$ cat src/rtl/rc_pkg.sv
package rc_pkg;
  typedef enum logic [3:0] {
    ST_GAP_A,   // low gap ahead of phi1
    ST_PH1,     // phi1 alone
    ST_GAP_B,   // low gap ahead of phi2
    ST_PH2,     // phi2 alone
    ST_FB_ON,   // keeper enabled, phases low
    ST_HOLD,    // both phases high, static
    ST_RPULSE,  // both phases high, refresh pulse
    ST_RWAIT,   // both phases low, refresh wait
    ST_FB_OFF   // phases low, keeper still on
  } rc_state_e;

  function automatic logic is_shift_state(input rc_state_e s);
    return (s == ST_GAP_A) || (s == ST_PH1) || (s == ST_GAP_B) || (s == ST_PH2);
  endfunction
endpackage

$ cat src/rtl/rc_seq.sv
module rc_seq
  import rc_pkg::*;
#(
  parameter int CW = 16
) (
  input  logic          clk,
  input  logic          rst_n,
  input  logic          hold_req,
  input  logic          refresh_sel,
  input  logic [CW-1:0] phase_len,
  input  logic [CW-1:0] gap_len,
  input  logic [CW-1:0] pulse_len,
  input  logic [CW-1:0] interval_len,
  output rc_state_e     state_d
);
  localparam logic [CW-1:0] ONE = CW'(1);

  rc_state_e     state_q;
  logic [CW-1:0] cnt_q;
  logic [CW-1:0] span_m1;
  logic          span_end;
  logic          ivl_zero;

  function automatic logic [CW-1:0] len_m1(input logic [CW-1:0] v);
    return (v == '0) ? '0 : v - ONE;
  endfunction

  always_comb begin
    case (state_q)
      ST_GAP_A, ST_GAP_B: span_m1 = len_m1(gap_len);
      ST_PH1, ST_PH2:     span_m1 = len_m1(phase_len);
      ST_RPULSE:          span_m1 = len_m1(pulse_len);
      ST_RWAIT:           span_m1 = len_m1(interval_len);
      default:            span_m1 = '0;
    endcase
  end

  // ">=" keeps a shortened length from stalling the count
  assign span_end = (cnt_q >= span_m1);
  assign ivl_zero = (interval_len == '0);

  always_comb begin
    state_d = state_q;
    case (state_q)
      ST_GAP_A:  if (span_end) state_d = ST_PH1;
      ST_PH1:    if (span_end) state_d = ST_GAP_B;
      ST_GAP_B:  if (span_end) state_d = ST_PH2;
      ST_PH2:    if (span_end) state_d = hold_req ? ST_FB_ON : ST_GAP_A;
      ST_FB_ON:  state_d = refresh_sel ? ST_RPULSE : ST_HOLD;
      ST_HOLD:   if (!hold_req) state_d = ST_FB_OFF;
      ST_RPULSE: begin
        if (!hold_req)     state_d = ST_FB_OFF;
        else if (span_end) state_d = ivl_zero ? ST_RPULSE : ST_RWAIT;
      end
      ST_RWAIT: begin
        if (!hold_req)     state_d = ST_FB_OFF;
        else if (span_end) state_d = ST_RPULSE;
      end
      ST_FB_OFF: state_d = ST_GAP_A;
      default:   state_d = ST_GAP_A;
    endcase
  end

  always_ff @(posedge clk or negedge rst_n) begin
    if (!rst_n) begin
      state_q <= ST_GAP_A;
      cnt_q   <= '0;
    end else begin
      state_q <= state_d;
      if ((state_d != state_q) || span_end) cnt_q <= '0;
      else                                  cnt_q <= cnt_q + ONE;
    end
  end
endmodule

$ cat src/rtl/rc_decode.sv
module rc_decode
  import rc_pkg::*;
(
  input  logic      clk,
  input  logic      rst_n,
  input  rc_state_e state_d,
  output logic      phi1,
  output logic      phi2,
  output logic      fb,
  output logic      fbb
);
  logic both_hi;
  assign both_hi = (state_d == ST_HOLD) || (state_d == ST_RPULSE);

  // registered from the next state so the outputs come straight off flops
  always_ff @(posedge clk or negedge rst_n) begin
    if (!rst_n) begin
      phi1 <= 1'b0;
      phi2 <= 1'b0;
      fb   <= 1'b0;
      fbb  <= 1'b1;
    end else begin
      phi1 <= (state_d == ST_PH1) || both_hi;
      phi2 <= (state_d == ST_PH2) || both_hi;
      fb   <= !is_shift_state(state_d);
      fbb  <= is_shift_state(state_d);
    end
  end
endmodule

$ cat src/rtl/rc_stage.sv
module rc_stage (
  input  logic clk,
  input  logic rst_n,
  input  logic phi1,
  input  logic phi2,
  input  logic fbb,
  input  logic d,
  output logic q
);
  logic mst;

  always_ff @(posedge clk or negedge rst_n) begin
    if (!rst_n) begin
      mst <= 1'b0;
      q   <= 1'b0;
    end else begin
      if (phi1 && fbb) mst <= d;
      if (phi2 && fbb) q   <= mst;
    end
  end
endmodule

$ cat src/rtl/twophase_retain_ctrl.sv
module twophase_retain_ctrl #(
  parameter int CW     = 16,
  parameter int NSTAGE = 4
) (
  input  logic              clk,
  input  logic              rst_n,
  input  logic              hold_req,
  input  logic              refresh_sel,
  input  logic              load_en,
  input  logic              load_bit,
  input  logic [CW-1:0]     phase_len,
  input  logic [CW-1:0]     gap_len,
  input  logic [CW-1:0]     pulse_len,
  input  logic [CW-1:0]     interval_len,
  output logic              phi1,
  output logic              phi2,
  output logic              fb,
  output logic              fbb,
  output logic [NSTAGE-1:0] q
);
  localparam int LAST = NSTAGE - 1;

  rc_pkg::rc_state_e state_d;
  logic [NSTAGE-1:0] stage_in;

  rc_seq #(.CW(CW)) u_seq (
    .clk          (clk),
    .rst_n        (rst_n),
    .hold_req     (hold_req),
    .refresh_sel  (refresh_sel),
    .phase_len    (phase_len),
    .gap_len      (gap_len),
    .pulse_len    (pulse_len),
    .interval_len (interval_len),
    .state_d      (state_d)
  );

  rc_decode u_dec (
    .clk     (clk),
    .rst_n   (rst_n),
    .state_d (state_d),
    .phi1    (phi1),
    .phi2    (phi2),
    .fb      (fb),
    .fbb     (fbb)
  );

  assign stage_in[0] = load_en ? load_bit : q[LAST];

  for (genvar i = 0; i < NSTAGE; i++) begin : g_chain
    if (i > 0) begin : g_link
      assign stage_in[i] = q[i-1];
    end
    rc_stage u_stage (
      .clk   (clk),
      .rst_n (rst_n),
      .phi1  (phi1),
      .phi2  (phi2),
      .fbb   (fbb),
      .d     (stage_in[i]),
      .q     (q[i])
    );
  end
endmodule

$ cat config.mk
export PLATFORM = sky130hd
export DESIGN_NAME = twophase_retain_ctrl
export DESIGN_NICKNAME = d
export VERILOG_FILES = /design/src/rtl/rc_pkg.sv /design/src/rtl/rc_seq.sv /design/src/rtl/rc_decode.sv /design/src/rtl/rc_stage.sv /design/src/rtl/twophase_retain_ctrl.sv
export SDC_FILE = /design/constraint.sdc
export NUM_CORES = 1
export LEC_CHECK = 0
export BUFFER_PORTS_ARGS = -buffer_cell sky130_fd_sc_hd__buf_2
export CORE_MARGIN = 2
export CORE_UTILIZATION = 56
export CTS_BUF_LIST = sky130_fd_sc_hd__clkbuf_8
export DETAILED_ROUTE_END_ITERATION = 10
export GPL_TIMING_DRIVEN = 0
export PLACE_DENSITY_LB_ADDON = 0.2
export SLEW_MARGIN = 25
export SYNTH_ARGS = -nofsm -noshare
export SYNTH_HDL_FRONTEND = slang
export SYNTH_SLANG_ARGS = --single-unit
$ cat constraint.sdc
create_clock -name clk -period 5 [get_ports clk]
set_input_delay 0.5 -clock clk [delete_from_list [all_inputs] [get_ports clk]]
set_output_delay 0.5 -clock clk [all_outputs]
set_load 0.01 [all_outputs]
After elaboration in Yosys (flattened, before gate mapping) --
Index checks and enable logic that the tools add are counted.
Cells by class: magnitude comparators 1, eq/ne operators 13, mux-type cells 20, $add $sub $neg 5, reductions and logical operators 18
Operators with widths (count):
- two-way mux 16 bit | 5
- logical NOT 16 bit | 4
- one-hot mux 16 bit (4 select lines) | 1
- subtractor 16 x 1 -> 16 bit (second input constant) | 4
- two-way mux 4 bit | 9
- one-hot mux 4 bit (8 select lines) | 1
- equality test 4 x 3 -> 1 bit (second input constant) | 6
- adder 16 x 1 -> 16 bit (second input constant) | 1
- equality test 4 x 2 -> 1 bit (second input constant) | 4
- greater-or-equal comparator 16 bit | 1
- equality test 4 x 1 -> 1 bit (second input constant) | 2
- logical NOT 4 bit | 2
- logical OR 1 bit | 7
- != test 4 bit | 1
- OR reduction 2 bit | 2
- two-way mux 3 bit | 1
- logical AND 1 bit | 2
- two-way mux 1 bit | 2
- two-way mux 2 bit | 1
- logical NOT 1 bit | 1
Word-level totals: bits of input ports 70, register bits after elaboration 32, output and inout port bits 8

Longest topological paths before layout --
depth in word-level cells 12, depth in mapped cells 20, depth with buffers taken out 16

Modules after synthesis --
Synthesis repeated with hierarchy kept, for this count alone.
Unflattened totals: cells, all modules 412, area total of the unflattened synthesis 3309.4 um^2
Modules (own cells, without submodules):
- rc_seq | cells an instance 372, instances 1, area each 2785.2 um^2, sequential area each 500.5 um^2
- rc_stage | cells an instance 6, instances 4, area each 83.8 um^2, sequential area each 50.0 um^2
- rc_decode | cells an instance 12, instances 1, area each 151.4 um^2, sequential area each 101.3 um^2
- twophase_retain_ctrl | cells an instance 4, instances 1, area each 37.5 um^2, sequential area each 0.0 um^2

Worst setup path after synthesis --
No wires, ideal clock.
path kind input port to flip-flop, start input port interval_len[0], end register u_seq.cnt_q[10], data arrival time 4.422 ns, setup time 0.071 ns, stages on the path 20, slack 0.507 ns, path through inv_1 ha_1 or4b_4 or4_1 buf_2 nor4_4 or3_1 buf_6 buf_6 o22ai_1 nor3_2 ha_1 nand4_1 or4_1 o32a_1 a31oi_2 xnor2_1 nand2_1 buf_4 nor2_1
Between the ends: word-level cells in the longest chain between the ends 10, elaborated cells on any way between the ends 18, those cells by class add/sub (1); order compare (1); eq/ne (1); mux (13); reduce/logical (2)
Ends and longest elaborated chain:
- start, declared | line twophase_retain_ctrl.sv:14 | input logic [CW-1:0] interval_len,
- subtractor 16 x 1 -> 16 bit / logical NOT 16 bit (equally long branches) | line rc_seq.sv:25, rc_seq.sv:40
- two-way mux 16 bit | line rc_seq.sv:25 | return (v == '0) ? '0 : v - ONE;
- one-hot mux 16 bit (4 select lines) | line rc_seq.sv:29 | case (state_q)
- greater-or-equal comparator 16 bit | line rc_seq.sv:39 | assign span_end = (cnt_q >= span_m1);
- two-way mux 4 bit (on tied branches) | line rc_seq.sv:57, rc_seq.sv:53
- two-way mux 4 bit (on tied branches) | line rc_seq.sv:56, rc_seq.sv:52
- one-hot mux 4 bit (8 select lines) | line rc_seq.sv:44 | case (state_q)
- != test 4 bit | line rc_seq.sv:70 | if ((state_d != state_q) || span_end) cnt_q <= '0;
- logical OR 1 bit * | line rc_seq.sv:70
- two-way mux 16 bit * | line rc_seq.sv:70
- end signal, assigned | line rc_seq.sv:71 | else cnt_q <= cnt_q + ONE;
- end, declared | line rc_seq.sv:19 | logic [CW-1:0] cnt_q;
Every way passes the cells marked *; elsewhere a longest branch is shown, timed or not. A chain may end at the register's enable or synchronous reset.

Worst setup path after layout --
start input port interval_len[0], end register u_dec.phi1
Between the ends: word-level cells in the longest chain between the ends 10, elaborated cells on any way between the ends 20, those cells by class add/sub (1); order compare (1); eq/ne (3); mux (12); reduce/logical (3)
Ends and longest elaborated chain:
- subtractor 16 x 1 -> 16 bit / logical NOT 16 bit (equally long branches) | line rc_seq.sv:25
- two-way mux 16 bit * | line rc_seq.sv:25
- one-hot mux 16 bit (4 select lines) * | line rc_seq.sv:29
- greater-or-equal comparator 16 bit * | line rc_seq.sv:39
- two-way mux 4 bit (on tied branches) | line rc_seq.sv:57, rc_seq.sv:53
- two-way mux 4 bit (on tied branches) | line rc_seq.sv:56, rc_seq.sv:52
- one-hot mux 4 bit (8 select lines) * | line rc_seq.sv:44
- net state_d[1] | line twophase_retain_ctrl.sv:23 | rc_pkg::rc_state_e state_d;
- equality test 4 x 3 -> 1 bit | line rc_decode.sv:13 | assign both_hi = (state_d == ST_HOLD) || (state_d == ST_RPULSE);
- logical OR 1 bit | line rc_decode.sv:13
- logical OR 1 bit * | line rc_decode.sv:23 | phi1 <= (state_d == ST_PH1) || both_hi;
- end signal, assigned | line rc_decode.sv:23
- end, declared | line rc_decode.sv:7 | output logic phi1,
The timed path passes the listed nets; every way through them passes the cells marked *.

==> reports/summary.txt <==
Status: finished clean
Fin crit period: 4.82 ns
Post-Route WL: 8.57 mm
Leakage power: 0.00172 uW
Hold Vio Cnt, Final: 0
CP max stage cell: or4_4
Dpl cells: 557
Share of flip-flops with an asynchronous set or reset: 100%
Max Clk Rate: 208 MHz
Post-route ant nets: 0
CTS buffer count: 5
EDFF count, synth: 0
Drt pass-1 iters: 5
Pint: 602 uW
Placed Area: 3740 um2
DRT iter0 DRCs: 199
Die H: 80.4 um
Non-Filler Instances: 571
First-pass GRT wire length: 13.7 mm
Post-synthesis sequential area ratio: 24.5%
Hold WC Path Type: in -> async
# diodes: 0
Max-Cap Viols: 0
H-tree levels: 2
VDD IR max: 0.000254 V
Synth area leaders: dfrtp_1 24%, xnor2_1 12%, ha_1 8.0%, nor2_1 6.9%, xor2_1 5.9%
IO Count: 78
Total Die Area: 6460 um2
Worst slew pin tran: 0.686 ns
Max clock buf depth: 2
Count of final max-slew check failures: 0
Max Clock Skew: 0.00372 ns
Syn Nets: 499
Clock-pin slew on the worst setup and hold paths: 0.07 ns
Clock Power Share: 26.6%
Crit path DAT: 4.96 ns
Sequential power share: 37.8%
Most frequent cells in the layout: 79 x buf_2, 60 x nor2_1, 43 x xnor2_1
Pwr Density: 226 nW/um2
Hold Buf Count CTS: 0
Final Cycle Share: 96.3%
Syn_area_per_cell: 8.01 um2
Design Area, Final: 3930 um2
NumNets Final: 589
Post-synth top flop: dfrtp_1
Synth cell types: 52
Initial antenna violation count: 0
# rows: 27
Vias in the first global route: 2993
Routed WL per cell: 15.0 um
Share of power burned in combinational logic: 35.6%
Area leader, netlist: dfrtp_1
Synth Instances: 408
Drt via density: 5.77
Switching Power: 286 uW
Fill cell count: 476
GR Util All Layers: 26.6%
Setup crit end kind: register
Gr ovfl total: 0
Number of synthesized register bits: 32
Core ar.: 5570 um2
Starting Density: 58.6%
Root Driver: clkbuf_8
Syn. warnings: 0
CP Cell Sequence: buf_2, inv_1, ha_2, or4b_4, or4_4, nor4_4, or3_1, buf_6, buf_6, o22ai_1, nor3_2, ha_1, nand4_1, or4_1, o32a_1, a211o_1, o211ai_1, xnor2_2, o22ai_1
Critical-path maximum fanout: 10
Critical Path RT: 5.14 ns
CTS tree: built
Sink Count: 32
Slew margin rel.: 54.3%
Critical path buffers and inverters: 4
# setup viols final: 0
Largest net degree at the start of global routing: 33
DP HPWL: 6.92 mm
Area Growth Syn to Fin: 20.4%
# port buffers: 77
Sw frac: 32.2%
Commonest non-fill, non-tap cell in the layout: buf_2
Yosys top cell area share: 23.7%
Setup Crit Path Kind: in -> reg
Chip Width: 80.4 um
Family with the most delay on the worst path: simple AND/OR/NAND/NOR gates
DRC: 0
Routability cong.: 0.926
Cell Area, Synth: 3270 um2
Ratio of cells with drive above 1 in the final layout: 25.5%
Startpoint Class: input pin
Skew-Pair Late Insertion Delay: 0.28 ns
Critical Path Max Stage Delay: 0.55 ns
Via Count: 3292
registers in the layout, indices dropped and copies added (netlist names):
name	cells
u_seq.cnt_q	16
u_dec.phi1	1
u_dec.phi2	1
g_chain.u_stage.mst	4
u_dec.fbb	1
u_dec.fb	1
g_chain.u_stage.q	4
u_seq.state_q	4
Yosys cell counts (2+ instances only):
master and number:
a21o_1 2, a21oi_1 16, and2_1 4, and3_1 5
buf_2 3, buf_4 6, buf_6 2, clkbuf_1 3
dfrtp_1 31, ha_1 21, inv_1 13, mux2_2 7
nand2_1 38, nand2b_1 2, nand3_1 12, nand3b_1 2
nand4_1 5, nor2_1 60, nor3_1 25, nor3_2 3
nor4_1 8, o21a_1 2, o21ai_0 5, o22ai_1 28
or3_1 7, or4_1 7, xnor2_1 45, xor2_1 22
repair_timing:
item                       in CTS  in global routing
gates resized for setup         0                  7
setup endpoints to repair       0                 17
buffers inserted                0                  7
area by class of cell:
| class | instances | area (um2) | area share, % |
|---|---|---|---|
| multi-input cells | 348 | 2350 | 59.8 |
| clock inverters | 3 | 38.8 | 0.986 |
| plain buffers | 14 | 93.8 | 2.39 |
| flip-flops and latches | 32 | 802 | 20.4 |
| well taps | 72 | 90.1 | 2.29 |
| repair buffers | 84 | 438 | 11.1 |
| inverters | 13 | 48.8 | 1.24 |
| clock buffers | 5 | 68.8 | 1.75 |
final timing paths:
check | start | end | slack, ns | depth (start not counted)
min in group clk | g_chain[2].u_stage.mst | g_chain[2].u_stage.mst | 0.50 | 1
min | rst_n | g_chain[2].u_stage.mst | 0.26 | 1
max | interval_len[0] | u_dec.phi1 | 0.18 | 19
max in group asynchronous | rst_n | u_seq.cnt_q[0] | 4.30 | 1
max reg2reg | u_seq.state_q[3] | u_dec.phi1 | 1.02 | 15
min reg2reg | g_chain[2].u_stage.mst | g_chain[2].u_stage.mst | 0.50 | 1
metrics by stage:
stage | power (uW) | setup slack [ns] | utilization [%] | hold WS [ns] | TNS [ns]
after floorplan | 525 | 0.507 | - | 0.204 | 0
after detailed placement | 640 | -0.281 | 67.1 | 0.491 | -3.18
after global placement | 630 | -0.218 | 67.1 | 0.465 | -2.19
after CTS | 878 | 0.00886 | 69.1 | 0.280 | 0
after global routing | 949 | -0.00210 | 70.6 | 0.318 | -0.00210
final | 889 | 0.183 | 70.6 | 0.259 | 0
power by group through the flow:
| stage | logic (uW) | registers, uW | clock network (uW) |
|---|---|---|---|
| after CTS | 300 | 337 | 241 |
| after global routing | 350 | 343 | 255 |
| after detailed placement | 298 | 342 | 0 |
| final | 316 | 336 | 236 |
| after floorplan | 195 | 330 | 0 |
| after global placement | 291 | 339 | 0 |
logic make-up (layout without fill, tap and decap cells):
kind of cell | count (synthesis) | count (layout) | synth area share (%)
mux | 8 | 8 | 2.72
flops | 32 | 32 | 24.6
xor+xnor | 67 | 67 | 18.0
buf+inv | 28 | 119 | 4.52
fa+ha+maj | 21 | 21 | 8.04
simple gates | 189 | 189 | 29.5
compound gates | 63 | 63 | 12.7
worst reg2reg max path, cell delays in order (launching register included):
cell	delay, ns
dfrtp_1	0.42
inv_1	0.09
nand2_1	0.09
or4b_1	0.47
clkbuf_2	0.19
buf_4	0.21
o22ai_1	0.19
nor2_1	0.07
ha_1	0.31
nand4_1	0.11
or4_1	0.51
o32a_1	0.44
a211o_1	0.32
o211ai_1	0.17
xnor2_2	0.17
o22ai_1	0.09
routing by layer:
metal	GRT usage, %	wire (um)	part of all wire [%]
met1	37.5	4060	47
met2	43.3	3980	46
met3	4.61	468	5.5
met4	4.75	61	0.71
met5	0	0	0
Power figures use the tool's default switching activity.
